## config.mk

```make
export PLATFORM = sky130hd
export DESIGN_NAME = sf_snoop_filter
export DESIGN_NICKNAME = d
export VERILOG_FILES = /design/src/rtl/sf_pkg.sv /design/src/rtl/sf_rr_arb.sv /design/src/rtl/sf_plru.sv /design/src/rtl/sf_tag_dir.sv /design/src/rtl/sf_snoop_filter.sv
export SDC_FILE = /design/constraint.sdc
export NUM_CORES = 1
export LEC_CHECK = 0
export BUFFER_PORTS_ARGS = -buffer_cell sky130_fd_sc_hd__clkbuf_2
export CAP_MARGIN = 25
export CORE_UTILIZATION = 55
export DETAILED_ROUTE_END_ITERATION = 10
export GPL_TIMING_DRIVEN = 1
export PLACE_DENSITY = 0.74
export SETUP_SLACK_MARGIN = 0.3
export SYNTH_ARGS = -nofsm -noshare
export SYNTH_HDL_FRONTEND = slang
export SYNTH_SLANG_ARGS = --single-unit
```

## constraint.sdc

```tcl
create_clock -name clk -period 4.7 [get_ports clk]
set_input_delay 0.94 -clock clk [delete_from_list [all_inputs] [get_ports clk]]
set_output_delay 0.94 -clock clk [all_outputs]
set_load 0.05 [all_outputs]
```

## src/rtl/sf_pkg.sv

```systemverilog
package sf_pkg;
  localparam int NCORE = 4;
  localparam int CW    = 2;
  typedef logic [NCORE-1:0] core_vec_t;
  typedef enum logic [2:0] {
    ST_INIT, ST_IDLE, ST_LOOK, ST_SNP, ST_VICT, ST_MEM, ST_RESP
  } sf_state_e;
endpackage

```

## src/rtl/sf_rr_arb.sv

```systemverilog
module sf_rr_arb #(
  parameter int N = 4
) (
  input  logic                 clk,
  input  logic                 rst_n,
  input  logic                 adv,
  input  logic [N-1:0]         req,
  output logic [N-1:0]         gnt,
  output logic [$clog2(N)-1:0] gnt_idx
);
  localparam int IW = $clog2(N);

  logic [IW-1:0] ptr_q, ptr_d, cand;
  logic          found;

  always_comb begin
    gnt     = '0;
    gnt_idx = '0;
    found   = 1'b0;
    cand    = '0;
    for (int k = 0; k < N; k++) begin
      cand = ptr_q + IW'(k);
      if (!found && req[cand]) begin
        found   = 1'b1;
        gnt_idx = cand;
        gnt[cand] = 1'b1;
      end
    end
  end

  always_comb begin
    ptr_d = ptr_q;
    if (adv) ptr_d = gnt_idx + IW'(1);
  end

  always_ff @(posedge clk or negedge rst_n) begin
    if (!rst_n) ptr_q <= '0;
    else        ptr_q <= ptr_d;
  end

  // a grant always goes to a requesting input
  p_gnt_req_r9: assert property (@(posedge clk) disable iff (!rst_n)
    (|gnt) |-> (|(gnt & req)));
endmodule

```

## src/rtl/sf_plru.sv

```systemverilog
module sf_plru #(
  parameter int SETS = 16,
  parameter int WAYS = 4
) (
  input  logic                    clk,
  input  logic                    clr_en,
  input  logic [$clog2(SETS)-1:0] clr_set,
  input  logic [$clog2(SETS)-1:0] rd_set,
  output logic [$clog2(WAYS)-1:0] victim,
  input  logic                    touch_en,
  input  logic [$clog2(SETS)-1:0] touch_set,
  input  logic [$clog2(WAYS)-1:0] touch_way
);
  localparam int LW = $clog2(WAYS);
  localparam int NB = WAYS - 1;
  localparam int NW = (NB > 1) ? $clog2(NB) : 1;

  logic [NB-1:0] bits_q [SETS];
  logic [NB-1:0] upd;
  int            node, idx, par;

  always_comb begin
    node = 0;
    for (int l = 0; l < LW; l++)
      node = 2 * node + 1 + int'(bits_q[rd_set][NW'(node)]);
    victim = LW'(node - NB);
  end

  always_comb begin
    upd = bits_q[touch_set];
    idx = int'(touch_way) + NB;
    par = 0;
    for (int l = 0; l < LW; l++) begin
      par = (idx - 1) / 2;
      upd[NW'(par)] = (idx == 2 * par + 1);
      idx = par;
    end
  end

  always_ff @(posedge clk) begin
    if (clr_en)        bits_q[clr_set]   <= '0;
    else if (touch_en) bits_q[touch_set] <= upd;
  end
endmodule

```

## src/rtl/sf_tag_dir.sv

```systemverilog
module sf_tag_dir #(
  parameter int SETS = 16,
  parameter int WAYS = 4,
  parameter int TW   = 8
) (
  input  logic                    clk,
  input  logic                    clr_en,
  input  logic [$clog2(SETS)-1:0] clr_set,
  input  logic [$clog2(SETS)-1:0] lk_set,
  input  logic [TW-1:0]           lk_tag,
  output logic [WAYS-1:0]         set_valid,
  output logic                    hit,
  output logic [$clog2(WAYS)-1:0] hit_way,
  output sf_pkg::core_vec_t       hit_pres,
  input  logic [$clog2(WAYS)-1:0] sel_way,
  output logic                    sel_valid,
  output logic [TW-1:0]           sel_tag,
  output sf_pkg::core_vec_t       sel_pres,
  input  logic                    wr_en,
  input  logic [$clog2(WAYS)-1:0] wr_way,
  input  logic                    wr_valid,
  input  logic                    wr_tag_en,
  input  logic [TW-1:0]           wr_tag,
  input  sf_pkg::core_vec_t       wr_pres
);
  localparam int WW = $clog2(WAYS);

  logic [WAYS-1:0]   valid_q [SETS];
  logic [TW-1:0]     tag_q   [SETS][WAYS];
  sf_pkg::core_vec_t pres_q  [SETS][WAYS];

  always_comb begin
    set_valid = valid_q[lk_set];
    hit       = 1'b0;
    hit_way   = '0;
    hit_pres  = '0;
    for (int w = 0; w < WAYS; w++) begin
      if (valid_q[lk_set][w] && tag_q[lk_set][w] == lk_tag && !hit) begin
        hit      = 1'b1;
        hit_way  = WW'(w);
        hit_pres = pres_q[lk_set][w];
      end
    end
    sel_valid = valid_q[lk_set][sel_way];
    sel_tag   = tag_q[lk_set][sel_way];
    sel_pres  = pres_q[lk_set][sel_way];
  end

  always_ff @(posedge clk) begin
    if (clr_en) begin
      valid_q[clr_set] <= '0;
      for (int w = 0; w < WAYS; w++) pres_q[clr_set][w] <= '0;
    end else if (wr_en) begin
      valid_q[lk_set][wr_way] <= wr_valid;
      pres_q[lk_set][wr_way]  <= wr_pres;
      if (wr_tag_en) tag_q[lk_set][wr_way] <= wr_tag;
    end
  end
endmodule

```

## src/rtl/sf_snoop_filter.sv

```systemverilog
module sf_snoop_filter #(
  parameter int AW   = 12,
  parameter int SETS = 16,
  parameter int WAYS = 4
) (
  input  logic              clk,
  input  logic              rst_n,
  input  logic [3:0]        req_valid,
  input  logic [3:0]        req_rfo,
  input  logic [4*AW-1:0]   req_addr,
  output logic [3:0]        req_ready,
  output logic              rsp_valid,
  output logic [1:0]        rsp_core,
  output logic              rsp_hit,
  output logic [3:0]        snp_valid,
  output logic              snp_inv,
  output logic [AW-1:0]     snp_addr,
  input  logic [3:0]        snp_ack,
  output logic              mem_req,
  output logic [AW-1:0]     mem_addr,
  input  logic              mem_fill
);
  import sf_pkg::*;

  localparam int SW = $clog2(SETS);
  localparam int TW = AW - SW;
  localparam int WW = $clog2(WAYS);

  sf_state_e         state_q, state_d;
  logic [CW-1:0]     core_q, core_d;
  logic              rfo_q, rfo_d, hit_q, hit_d, inv_q, inv_d;
  logic [AW-1:0]     addr_q, addr_d, saddr_q, saddr_d;
  logic [WW-1:0]     way_q, way_d;
  core_vec_t         pend_q, pend_d, req_bit;
  logic [SW-1:0]     cnt_q, cnt_d;

  logic              accept, clr_en;
  logic [3:0]        gnt;
  logic [CW-1:0]     gnt_idx;
  logic [SW-1:0]     lk_set;
  logic [TW-1:0]     lk_tag;
  logic [WAYS-1:0]   set_valid;
  logic              lk_hit, sel_valid;
  logic [WW-1:0]     hit_way, sel_way, plru_vic, vic_way;
  core_vec_t         hit_pres, sel_pres, wr_pres, others;
  logic [TW-1:0]     sel_tag;
  logic              wr_en, wr_valid, wr_tag_en, touch_en;

  assign lk_set  = addr_q[SW-1:0];
  assign lk_tag  = addr_q[AW-1:SW];
  assign req_bit = core_vec_t'(1) << core_q;
  assign others  = hit_pres & ~req_bit;

  sf_rr_arb #(.N(NCORE)) u_arb (
    .clk(clk), .rst_n(rst_n), .adv(accept), .req(req_valid),
    .gnt(gnt), .gnt_idx(gnt_idx)
  );

  sf_plru #(.SETS(SETS), .WAYS(WAYS)) u_plru (
    .clk(clk), .clr_en(clr_en), .clr_set(cnt_q), .rd_set(lk_set),
    .victim(plru_vic), .touch_en(touch_en), .touch_set(lk_set),
    .touch_way(way_q)
  );

  sf_tag_dir #(.SETS(SETS), .WAYS(WAYS), .TW(TW)) u_dir (
    .clk(clk), .clr_en(clr_en), .clr_set(cnt_q),
    .lk_set(lk_set), .lk_tag(lk_tag), .set_valid(set_valid),
    .hit(lk_hit), .hit_way(hit_way), .hit_pres(hit_pres),
    .sel_way(sel_way), .sel_valid(sel_valid), .sel_tag(sel_tag),
    .sel_pres(sel_pres), .wr_en(wr_en), .wr_way(way_q),
    .wr_valid(wr_valid), .wr_tag_en(wr_tag_en), .wr_tag(lk_tag),
    .wr_pres(wr_pres)
  );

  // victim: lowest invalid way, else the tree pick
  always_comb begin
    vic_way = plru_vic;
    for (int w = WAYS - 1; w >= 0; w--)
      if (!set_valid[w]) vic_way = WW'(w);
  end
  assign sel_way = (state_q == ST_LOOK) ? vic_way : way_q;

  always_comb begin
    state_d = state_q;  core_d  = core_q;  rfo_d  = rfo_q;
    addr_d  = addr_q;   saddr_d = saddr_q; way_d  = way_q;
    hit_d   = hit_q;    inv_d   = inv_q;   cnt_d  = cnt_q;
    pend_d  = pend_q & ~snp_ack;
    accept  = 1'b0;  clr_en   = 1'b0;  touch_en  = 1'b0;
    wr_en   = 1'b0;  wr_valid = 1'b0;  wr_tag_en = 1'b0;  wr_pres = '0;
    case (state_q)
      ST_INIT: begin
        clr_en = 1'b1;
        cnt_d  = cnt_q + SW'(1);
        if (cnt_q == SW'(SETS - 1)) state_d = ST_IDLE;
      end
      ST_IDLE: begin
        if (|req_valid) begin
          accept  = 1'b1;
          core_d  = gnt_idx;
          rfo_d   = req_rfo[gnt_idx];
          addr_d  = req_addr[int'(gnt_idx) * AW +: AW];
          state_d = ST_LOOK;
        end
      end
      ST_LOOK: begin
        if (lk_hit) begin
          hit_d   = 1'b1;
          way_d   = hit_way;
          pend_d  = others;
          inv_d   = rfo_q;
          saddr_d = addr_q;
          state_d = (|others) ? ST_SNP : ST_RESP;
        end else begin
          hit_d = 1'b0;
          way_d = vic_way;
          if (sel_valid && (|sel_pres)) begin
            pend_d  = sel_pres;
            inv_d   = 1'b1;
            saddr_d = {sel_tag, lk_set};
            state_d = ST_VICT;
          end else begin
            state_d = ST_MEM;
          end
        end
      end
      ST_SNP: begin
        if (pend_d == '0) state_d = ST_RESP;
      end
      ST_VICT: begin
        if (pend_d == '0) begin
          wr_en   = 1'b1;
          state_d = ST_MEM;
        end
      end
      ST_MEM: begin
        if (mem_fill) begin
          wr_en     = 1'b1;
          wr_valid  = 1'b1;
          wr_tag_en = 1'b1;
          wr_pres   = req_bit;
          touch_en  = 1'b1;
          state_d   = ST_RESP;
        end
      end
      ST_RESP: begin
        if (hit_q) begin
          wr_en    = 1'b1;
          wr_valid = 1'b1;
          wr_pres  = rfo_q ? req_bit : (sel_pres | req_bit);
          touch_en = 1'b1;
        end
        state_d = ST_IDLE;
      end
      default: state_d = ST_INIT;
    endcase
  end

  always_ff @(posedge clk or negedge rst_n) begin
    if (!rst_n) begin
      state_q <= ST_INIT;  core_q <= '0;  rfo_q  <= 1'b0;
      addr_q  <= '0;       saddr_q <= '0; way_q  <= '0;
      hit_q   <= 1'b0;     inv_q  <= 1'b0; pend_q <= '0;
      cnt_q   <= '0;
    end else begin
      state_q <= state_d;  core_q <= core_d;  rfo_q  <= rfo_d;
      addr_q  <= addr_d;   saddr_q <= saddr_d; way_q <= way_d;
      hit_q   <= hit_d;    inv_q  <= inv_d;   pend_q <= pend_d;
      cnt_q   <= cnt_d;
    end
  end

  assign req_ready = accept ? gnt : 4'b0000;
  assign rsp_valid = (state_q == ST_RESP);
  assign rsp_core  = core_q;
  assign rsp_hit   = hit_q;
  assign snp_valid = pend_q;
  assign snp_inv   = inv_q;
  assign snp_addr  = saddr_q;
  assign mem_req   = (state_q == ST_MEM);
  assign mem_addr  = addr_q;

  p_init_blocks_r1: assert property (@(posedge clk) disable iff (!rst_n)
    (state_q == ST_INIT) |-> (req_ready == 4'b0000));
  p_miss_no_snoop_r2: assert property (@(posedge clk) disable iff (!rst_n)
    mem_req |-> (snp_valid == 4'b0000));
  p_hit_excl_req_r3: assert property (@(posedge clk) disable iff (!rst_n)
    (state_q == ST_SNP) |-> ((snp_valid & req_bit) == 4'b0000));
  p_rsp_after_acks_r4: assert property (@(posedge clk) disable iff (!rst_n)
    rsp_valid |-> (snp_valid == 4'b0000));
  p_grant_onehot_r10: assert property (@(posedge clk) disable iff (!rst_n)
    $onehot0(req_ready));
  p_single_flight_r10: assert property (@(posedge clk) disable iff (!rst_n)
    (|req_ready) |=> (req_ready == 4'b0000));

  for (genvar i = 0; i < NCORE; i++) begin : g_hold
    p_snoop_held_r4: assert property (@(posedge clk) disable iff (!rst_n)
      (snp_valid[i] && !snp_ack[i]) |=> snp_valid[i]);
  end
endmodule

```

* Word-level counts from Yosys, hierarchy flattened
Memory sizes are Yosys's and may differ from the RTL's.
Cells that the tools add are included.
** Storage, ports and cells
- Bits in registers :: 44
- Bits in latches :: 0
- Memory bits (writable) :: 880
- Bits in read-only memories :: 0
- Input port bits :: 63
- Output and inout bits :: 38
- Word-level logic and storage cells :: 243
- Memories :: 4
** Memories
- u_dir.tag_q :: words 16, width 32, read ports 1, clocked after memory_dff 0, wr ports 1, line sf_tag_dir.sv:29 : logic [TW-1:0] tag_q [SETS][WAYS];
- u_dir.pres_q :: words 16, width 16, read ports 1, clocked after memory_dff 0, wr ports 1, line sf_tag_dir.sv:30 : sf_pkg::core_vec_t pres_q [SETS][WAYS];
- u_dir.valid_q :: words 16, width 4, read ports 1, clocked after memory_dff 0, wr ports 1, line sf_tag_dir.sv:28 : logic [WAYS-1:0] valid_q [SETS];
- u_plru.bits_q :: words 16, width 3, read ports 1, clocked after memory_dff 0, wr ports 1, line sf_plru.sv:18 : logic [NB-1:0] bits_q [SETS];
** Operators by class
- Add/subtract/negate cells :: 16
- Multiply operators :: 1
- Div/mod/pow operators :: 0
- Order comparisons :: 20
- Eq/ne operators :: 18
- Shift operators :: 2
- Muxes and demuxes :: 122
- Bitwise gates (word level) :: 12
- Reduce and logical (&&, ||, !) cells :: 37
** Operators with widths (number)
- $mux W4 :: 24
- $add A32 B2 Y32 const B :: 2
- $eq A32 B32 Y1 :: 2
- $sub A32 B2 Y32 const B :: 2
- $mux W16 :: 3
- $shiftx A48 B7 Y12 :: 1
- $mux W1 :: 45
- $add A32 B1 Y32 :: 1
- $eq A8 B8 Y1 :: 4
- $mux W32 :: 1
- $add A31 B1 Y31 :: 1
- $mux W12 :: 2
- $mux W2 :: 12
- $mux W3 :: 8
- $mux W8 :: 3
- $lt A2 B3 Y1 const B :: 7
- $pmux W3 S7 :: 1
- $logic_and A1 B1 Y1 :: 19
- $bmux W8 S2 :: 1
- $demux W8 S2 :: 1
- $or A4 B4 Y4 :: 4
- $reduce_or A16 Y1 :: 1
- $reduce_or A4 Y1 :: 4
- $bmux W1 S2 :: 7
- other kinds (37) :: 72

* Longest topological paths before layout
Gate-level depths: netlist of run 1.
An unclocked memory read counts as a cell.
- Depth in word-level cells :: 21
- Depth in mapped cells :: 18
- Depth with buffers taken out :: 17

* Cells and area by module
Synthesis of run 1 repeated with hierarchy kept, for this count alone.
** Unflattened totals
- Cells, all modules :: 2274
- Area, all modules :: 40351.2 µm²
** By module, submodules not included
- sf_tag_dir :: times used 1, cells each 1743, area an instance 34190.3 µm², seq. area each 24984.0 µm²
- sf_plru :: times used 1, cells each 216, area an instance 2966.6 µm², seq. area each 1441.4 µm²
- sf_snoop_filter :: times used 1, cells each 217, area an instance 2468.6 µm², seq. area each 1051.0 µm²
- sf_rr_arb :: times used 1, cells each 98, area an instance 725.7 µm², seq. area each 50.0 µm²

* Worst setup path after synthesis of run 1
OpenSTA, ideal clock, no wires.
- Kind :: reg-to-reg
- From :: register state_q[2]
- To :: memory u_dir.pres_q[0][11] (netlist bit), data pin
- Library setup time :: 0.500 ns
- Arrival time :: 5.115 ns
- Required time :: 4.200 ns
- Setup slack :: -0.914 ns
- Stages on the path, launching flop included :: 12
- Buffers on the path :: 3
- Clock period less this slack :: 5.614 ns
- Path through :: dfrtp_1 -> clkbuf_1 -> inv_1 -> nor3_1 -> and2_1 -> clkbuf_1 -> a21oi_1 -> o41ai_1 -> o41a_1 -> buf_1 -> o21ai_0 -> nor2_1
** Between the ends
- Elaborated cells on any way between the ends :: 21
- Those cells by class :: 4 x eq/ne; 13 x mux; 2 x bitwise; 2 x reduce/logical
** RTL lines
- start, declared :: line sf_snoop_filter.sv:29 : sf_state_e state_q, state_d;
- start signal, assigned :: line sf_snoop_filter.sv:165 : state_q <= state_d; core_q <= core_d; rfo_q <= rfo_d;
- $eq A3 B3 Y1 *
- via mem_req :: line sf_snoop_filter.sv:19 : output logic mem_req,
- $pmux W1 S3 :: line sf_snoop_filter.sv:90 : case (state_q)
- $mux W1 :: line sf_tag_dir.sv:53 : end else if (wr_en) begin
- $mux W1 :: line sf_tag_dir.sv:50 : if (clr_en) begin
- $mux W16 (implied by the code) :: line sf_tag_dir.sv:55 : pres_q[lk_set][wr_way] <= wr_pres;
- $reduce_or A16 Y1 (no line)
- $mux W16 (no line) *
- end, declared :: line sf_tag_dir.sv:30
The timed path passes the listed nets; every way through them passes the cells marked *. The select of a mux whose other input is x is not followed.

* Final worst setup path of run 1
- From :: register addr_q[0] (netlist: mem_addr[0])
- To :: register state_q[2]
** Between the ends
- Cells in the longest elaborated chain, start to end :: 18
- Elaborated cells on any way between the ends :: 30
- Those cells by class :: 4 x eq/ne; 11 x mux; 1 x bitwise; 11 x reduce/logical; 3 x memory
** RTL lines
- start, declared :: line sf_snoop_filter.sv:32 : logic [AW-1:0] addr_q, addr_d, saddr_q, saddr_d;
- start signal, assigned :: line sf_snoop_filter.sv:166 : addr_q <= addr_d; saddr_q <= saddr_d; way_q <= way_d;
- $mem_v2 Z16 W32
- $eq A8 B8 Y1 :: line sf_tag_dir.sv:38 : if (valid_q[lk_set][w] && tag_q[lk_set][w] == lk_tag && !hit) begin
- $logic_and A1 B1 Y1 :: line sf_tag_dir.sv:38
- $mux W1 :: line sf_tag_dir.sv:38
- $logic_not A1 Y1 :: line sf_tag_dir.sv:38
- $logic_and A1 B1 Y1 :: line sf_tag_dir.sv:38
- $mux W1 :: line sf_tag_dir.sv:38
- $logic_not A1 Y1 :: line sf_tag_dir.sv:38
- (+2 left out)
- $logic_not A1 Y1 :: line sf_tag_dir.sv:38
- $logic_and A1 B1 Y1 :: line sf_tag_dir.sv:38
- $mux W4 :: line sf_tag_dir.sv:38
- $and A4 B4 Y4 :: line sf_snoop_filter.sv:52 : assign others = hit_pres & ~req_bit;
- $reduce_or A4 Y1 :: line sf_snoop_filter.sv:112 : state_d = (|others) ? ST_SNP : ST_RESP;
- $mux W3 :: line sf_snoop_filter.sv:112
- $mux W3 * :: line sf_snoop_filter.sv:106 : if (lk_hit) begin
- $pmux W3 S7 * :: line sf_snoop_filter.sv:90
Mark *: on every way between the ends. The rest lies on a longest branch, timed or not.
A chain may end at the register's enable or synchronous reset.

==> flow_summary.ini, run 1 <==
[timing]
fin_ws_ns = 0.381
drv_slew = 0
timing.fmax_ghz = 0.232
hold_viol = 0
tns_ns = 0
rsz0062_at_grt = false
min_period_ns = 4.32
fin_skew_ns = 0.0502
setup_viol = 0
period_share_pct = 91.9
worstMarginPinSlew_ns = 1.10
relSlewSlack_pct = 26.4

[yosys]
synth_top_area_share_pct = 66.7
synth_edf_count = 880
syn_inst = 2252
ys_types = 86
yosysSeqAreaShare_pct = 69.4
synthSimpleGateAreaFrac_pct = 5.53
ys.warnings.count = 0
synthTopCellsByArea = edfxtp_1 (67%), mux4_2 (12%), mux2i_1 (3.3%), dfrtp_1 (2.8%), nor2_1 (1.8%)
synth_top_area_cell = edfxtp_1
synth_area_per_cell_um2 = 17.6
synth_compound_area_share_pct = 4.74
ys_ff_latch = 924
synth_xor_area_share_pct = 0.773
synth_top_family_by_area = multiplexers
syn_nets = 2337
synthArstFlopShare_pct = 4.76
synth_area_um2 = 39600
synthMuxAreaShare_pct = 16.7
synthAdderAreaFrac_pct = 0.694
ys.flop_type = edfxtp_1

[global_route]
track_usage_pct = 27.2
grt_pass1_vias = 22590
grt_overflow = 0
grt_pass1_wl_mm = 147
grt_max_degree = 65
antenna_found_initial = 1

[floorplanning]
dieWidth_um = 270
design.die.area_um2 = 73200
initial_core_util_pct = 55.6
die_h_um = 270
io_pins = 101
coreArea_um2 = 71400
rows = 98

[worst_hold_path]
min_path_type = primary input to asynchronous set/reset pin

[critical_path]
worstSetupPathType = flop to flop
reg2reg_from = mem_addr[0]
crit_fanout = 37
cp-startpoint = mem_addr[0]
cp.arrival_ns = 4.88
ff2ff_path_depth = 12
rrSetupSlack_ns = 0.38
r2r-end = state_q[2]
worstPathRequired_ns = 5.26
critical_path.endpoint_type = flop
cp-start-kind = flop

[clocking]
htree_levels = 3
path_clk_slew_ns = 0.07
insertion_delay_ns = 0.68
numCtsBuffers = 90
ctsRootBufferMaster = clkbuf_16
cts_hold_buf = 0
tritoncts = done
cts.path.max_buffers = 3
cts.sinks = 924

[drt]
drcViolationCount = 0
wl_per_cell_um = 28.6
viasPerCell = 6.52
routed_wl_mm = 99.4
vias = 22669
first_pass_iters = 8
drt_iter0_drc = 3257
antenna_left = 0

[run]
max_cap_violations = 0

[place]
gp_congestion = 0.933
hpwl_mm = 65.2
io_buffers = 100
dp_slack_ns = 0.0553

[finish]
fin_nets = 2539
final_common_cell = edfxtp_1
num_antenna_cells = 0
syn_to_final_growth_pct = 13.4
most-common-layout-cells = edfxtp_1 (880), mux4_2 (209), nor2_1 (187)
drive_above_1_share_pct = 27.1

[power]
ir_drop_mv = 0.448
clkPwrFrac_pct = 23.5
switching_share_pct = 37.8
p_seq_share_pct = 36.2
p_total_uw = 30000
p_sw_uw = 11400
combPwrFrac_pct = 40.2
p_leak_uw = 0.0153
intPower_uw = 18700
power.density_nw_per_um2 = 669

[status]
status = finished clean
[worst max-delay path, cell delays in order (launching register included)]
cell       delay, ns
dfrtp_4         0.45
buf_12          0.16
buf_12          0.27
mux4_2          0.54
mux2i_1         0.27
mux2i_1         0.25
xnor2_1         0.34
o2111ai_2       0.33
or3_1           0.47
a31o_1          0.21
a211oi_1        0.41
a211oi_1        0.14
a311o_1         0.35
[logic make-up after synthesis]
family	Yosys count
AOI/OAI and AO/OA	270
buffers and inverters	150
adders and majority gates	22
and+or+nand+nor	461
DFF	924
muxes	390
xor gates and xnor gates	35
[how the worst max path moves through the flow]
stage,to,slack [ns],cells past startpoint
5_1_grt,u_dir.pres_q[6][11],0.29,13
6_report,state_q[2],0.38,12
4_1_cts,u_dir.pres_q[11][14],0.26,11
3_3_place_gp,u_dir.pres_q[0][9],0.14,13
2_1_floorplan,u_dir.pres_q[0][10],0.01,13
3_5_place_dp,u_dir.pres_q[0][9],0.06,13
[state kept, by name (all words and copies together) (netlist names)]
signal / flops
cnt_q: 4
mem_addr: 12
rfo_q: 1
rsp_core: 2
rsp_hit: 1
snp_addr: 12
snp_inv: 1
snp_valid: 4
state_q: 3
u_arb.ptr_q: 2
u_dir.pres_q: 256
u_dir.tag_q: 512
u_dir.valid_q: 64
u_plru.bits_q: 48
way_q: 2
[what timing repair did]
action	4_1_cts	5_1_grt
endpoints found under the setup margin	133	224
pin swaps	6	4
resized for setup	4	11
cloned	4	0
setup buffers	8	8
[layer usage]
layer  share of wire (%)  up-vias  wire length, um  global-route usage [%]
met1                  40    11605            39400                    39.2
li1                    -     9461                -                       -
met4                 2.9        2             2870                    8.74
met2                  47     1381            47000                    42.4
met5               0.013        -               13                       0
met3                  10      220            10000                    5.15
[power by group through the flow]
stage                     combinational (uW)  clock (uW)  sequential, uW
after global routing                   12700        7450           10900
after global placement                 11400           0           11000
after CTS                              11700        7120           10900
final                                  12100        7070           10900
after floorplan                         7550           0           11300
after detailed placement               11600           0           11100
[cell usage after synthesis (all sizes together), types with 4 or more instances]
cell and number:
xnor2 27, edfxtp 880, buf 76, nor2 195
and2 5, xor2 8, nor3 23, a211oi 13
a221oi 11, o21ai 67, mux4 209, ha 22
and3 11, nand3 20, nor4b 6, or4 5
nor4 9, clkbuf 54, nand2 108, a22o 11
nand2b 10, o211ai 7, a31oi 4, or2 21
a311oi 4, mux2 50, o31ai 8, dfrtp 44
or3 7, o22ai 14, a22oi 47, nor2b 21
inv 19, mux2i 131, nand4 7, a21oi 47
[final cells by class]
cell class / instances / area, um2
clock buffers: 112 / 2340
clock inverters: 51 / 571
fillers: 4876 / 26400
inverters: 20 / 78.8
multi-input cells: 1182 / 11400
flip-flops and latches: 924 / 27600
well taps: 950 / 1190
repair buffers: 236 / 1780
[per-stage QoR]
| stage | instance area, um2 | cells | utilization [%] | hold slack [ns] |
|---|---|---|---|---|
| after detailed placement | 41800 | 3292 | 58.5 | 0.479 |
| final | 44900 | 3475 | 63.0 | 0.355 |
| after floorplan | 39700 | 2252 | - | 0.473 |
| after global placement | 41800 | 3292 | 58.5 | 0.478 |
| after global routing | 44900 | 3475 | 63.0 | 0.397 |
| after CTS | 44800 | 3467 | 62.8 | 0.364 |
Note: power is estimated with default switching activity, not from simulation.
==> run 2: changes to the inputs <==
- SYNTH_HIERARCHICAL: default -> 1
==> flow_summary.ini, run 2 <==
[clocking]
ctsRootBufferMaster = clkbuf_16
htree_levels = 3
numCtsBuffers = 89
path_clk_slew_ns = 0.06
tritoncts = done
insertion_delay_ns = 0.67
cts.path.max_buffers = 3
cts.sinks = 924
cts_hold_buf = 0

[floorplanning]
dieWidth_um = 273
initial_core_util_pct = 56.0
io_pins = 101
design.die.area_um2 = 74500
rows = 98
die_h_um = 273
coreArea_um2 = 72100

[power]
power.density_nw_per_um2 = 690
p_sw_uw = 11800
combPwrFrac_pct = 43.0
p_total_uw = 32100
clkPwrFrac_pct = 23.7
intPower_uw = 20300
switching_share_pct = 36.8
ir_drop_mv = 0.711
p_seq_share_pct = 33.3
p_leak_uw = 0.0161

[yosys]
ys.warnings.count = 6
synth_top_family_by_area = multiplexers
synthMuxAreaShare_pct = 18.1
synthSimpleGateAreaFrac_pct = 5.57
ys.flop_type = edfxtp_1
syn_nets = 2357
synth_compound_area_share_pct = 4.17
syn_inst = 2274
synthAdderAreaFrac_pct = 0.620
synthMostInstantiatedCell = edfxtp_1
synth_top_area_cell = edfxtp_1
synth_area_per_cell_um2 = 17.7
synth_area_um2 = 40400
ys_types = 95
synth_edf_count = 880
synthArstFlopShare_pct = 4.76
ys_ff_latch = 924
synth_common_cells = edfxtp_1 (880), mux4_2 (235), nor2_1 (182), mux2i_1 (121), nand2_1 (117)
yosysSeqAreaShare_pct = 68.2
synthTopCellsByArea = edfxtp_1 (65%), mux4_2 (13%), mux2i_1 (3.0%), dfrtp_1 (2.7%), nor2_1 (1.7%)
synth_top_area_share_pct = 65.5
synth_xor_area_share_pct = 0.912

[timing]
rsz0062_at_grt = true
tns_ns = 0
worstMarginPinSlew_ns = 0.978
timing.fmax_ghz = 0.229
period_share_pct = 92.9
setup_viol = 0
min_period_ns = 4.37
fin_ws_ns = 0.334
drv_slew = 0
relSlewSlack_pct = 34.6
fin_skew_ns = 0.0287
hold_viol = 0

[place]
place_area_um2 = 42800
io_buffers = 100
gp_congestion = 0.945
dp.cells = 3364
dp_slack_ns = 0.0319
hpwl_mm = 67.3

[finish]
num_antenna_cells = 0
most-common-layout-cells = edfxtp_1 (880), mux4_2 (237), nor2_1 (182)
largestRegisters = u_dir/tag_q (512), u_dir/pres_q (256), u_dir/valid_q (64)
largest_reg_flops = 512
fillers = 4795
fin_cells = 3566
final_area_um2 = 46600
syn_to_final_growth_pct = 15.4
drive_above_1_share_pct = 30.7
fin_nets = 2625
final_common_cell = edfxtp_1
regMostFlops = u_dir/tag_q

[drt]
drcViolationCount = 0
first_pass_iters = 6
drt_iter0_drc = 3096
wl_per_cell_um = 28.5
viasPerCell = 6.52
met3_length_mm = 10.3
top_layer_used = met4
antenna_left = 0
vias = 23245
routed_wl_mm = 102
met2WireLength_mm = 48.2
met1Wirelength_mm = 40.3

[global_route]
grt_pass1_vias = 23075
grt_max_degree = 70
grt_overflow = 0
antenna_found_initial = 0
track_usage_pct = 27.3
grt_pass1_wl_mm = 149

[worst_hold_path]
min_path_type = primary input to asynchronous set/reset pin

[run]
max_cap_violations = 0

[status]
status = finished clean

[critical_path]
rrSetupSlack_ns = 0.33
cp.arrival_ns = 4.89
worstSetupPathType = flop to flop
worstPathRequired_ns = 5.22
cp-start-kind = flop
crit_fanout = 6
critical_path.endpoint_type = flop
-- run 2: changes by cell type in the layout (fill, tap and decap cells not counted), sizes merged, moves of 12 or more --
cell    before  now
a31oi        4   17
o21ai       67   46
or2         21    1
and2         5   19
bufinv       6   18
mux4       209  245
inv         19   33
a22oi       47   34
buf        137  209
nor2       199  183
-- run 2: per-layer routing --
metal	vias up	GRT usage, %
met1	11956	39.2
met3	205	5.09
met5	-	0
met4	0	8.13
li1	9707	-
met2	1377	43.1
-- run 2: logic make-up after synthesis --
kind of cell / Yosys count
AND/OR/NAND/NOR: 468
flip-flops: 924
buffers and inverters: 168
multiplexers: 410
adder cells (fa/ha/maj): 20
XOR/XNOR: 42
AO/OA/AOI/OAI: 242
-- run 2: final timing paths --
path                             start             end  cells after the start
min reg2reg                snp_addr[6]     snp_addr[6]                      2
max in group asynchronous        rst_n     mem_addr[1]                      2
min                              rst_n  u_arb/ptr_q[1]                      2
min in group clk           snp_addr[6]     snp_addr[6]                      2
max reg2reg                mem_addr[0]     snp_addr[0]                     14
max                        mem_addr[0]     snp_addr[0]                     14
-- run 2: layout make-up --
type                    count  area (um2)  share of cell area (%)
flip-flops and latches    924       27600                    59.2
repair buffers            312        2450                    5.27
clock buffers             110        2330                    5.00
well taps                 950        1190                    2.55
inverters                  33         136                   0.293
clock inverters            55         820                    1.76
multi-input cells        1182       12100                    26.0
-- run 2: worst max-delay path: stages, from the launching register on --
cell,delay (ns)
dfrtp_4,0.52
mux4_2,0.52
mux2_4,0.29
mux4_2,0.43
mux2_4,0.33
nor2b_4,0.13
o21ai_2,0.07
nand3_1,0.10
nand2_2,0.08
inv_4,0.08
mux4_2,0.53
o41a_1,0.50
o21ai_4,0.21
buf_12,0.15
mux2_4,0.30
-- run 2: power by group through the flow --
stage	clock network (uW)	logic [uW]	registers [uW]
5_1_grt	8020	14500	10700
3_5_place_dp	0	12800	10900
6_report	7630	13800	10700
3_3_place_gp	0	12600	10800
4_1_cts	7690	13100	10700
2_1_floorplan	0	8130	11400
-- run 2: through the flow --
stage | util [%] | hold WS (ns)
global route | 64.6 | 0.442
floorplan | - | 0.500
finish | 64.6 | 0.390
global placement | 59.3 | 0.495
detailed placement | 59.3 | 0.504
CTS | 63.9 | 0.392
-- run 2: timing repair --
item | CTS | global route
resized for setup | 13 | 57
pin swaps | 2 | 12
buffers inserted | 6 | 26
setup endpoints to repair | 36 | 80
cloned | 1 | 2
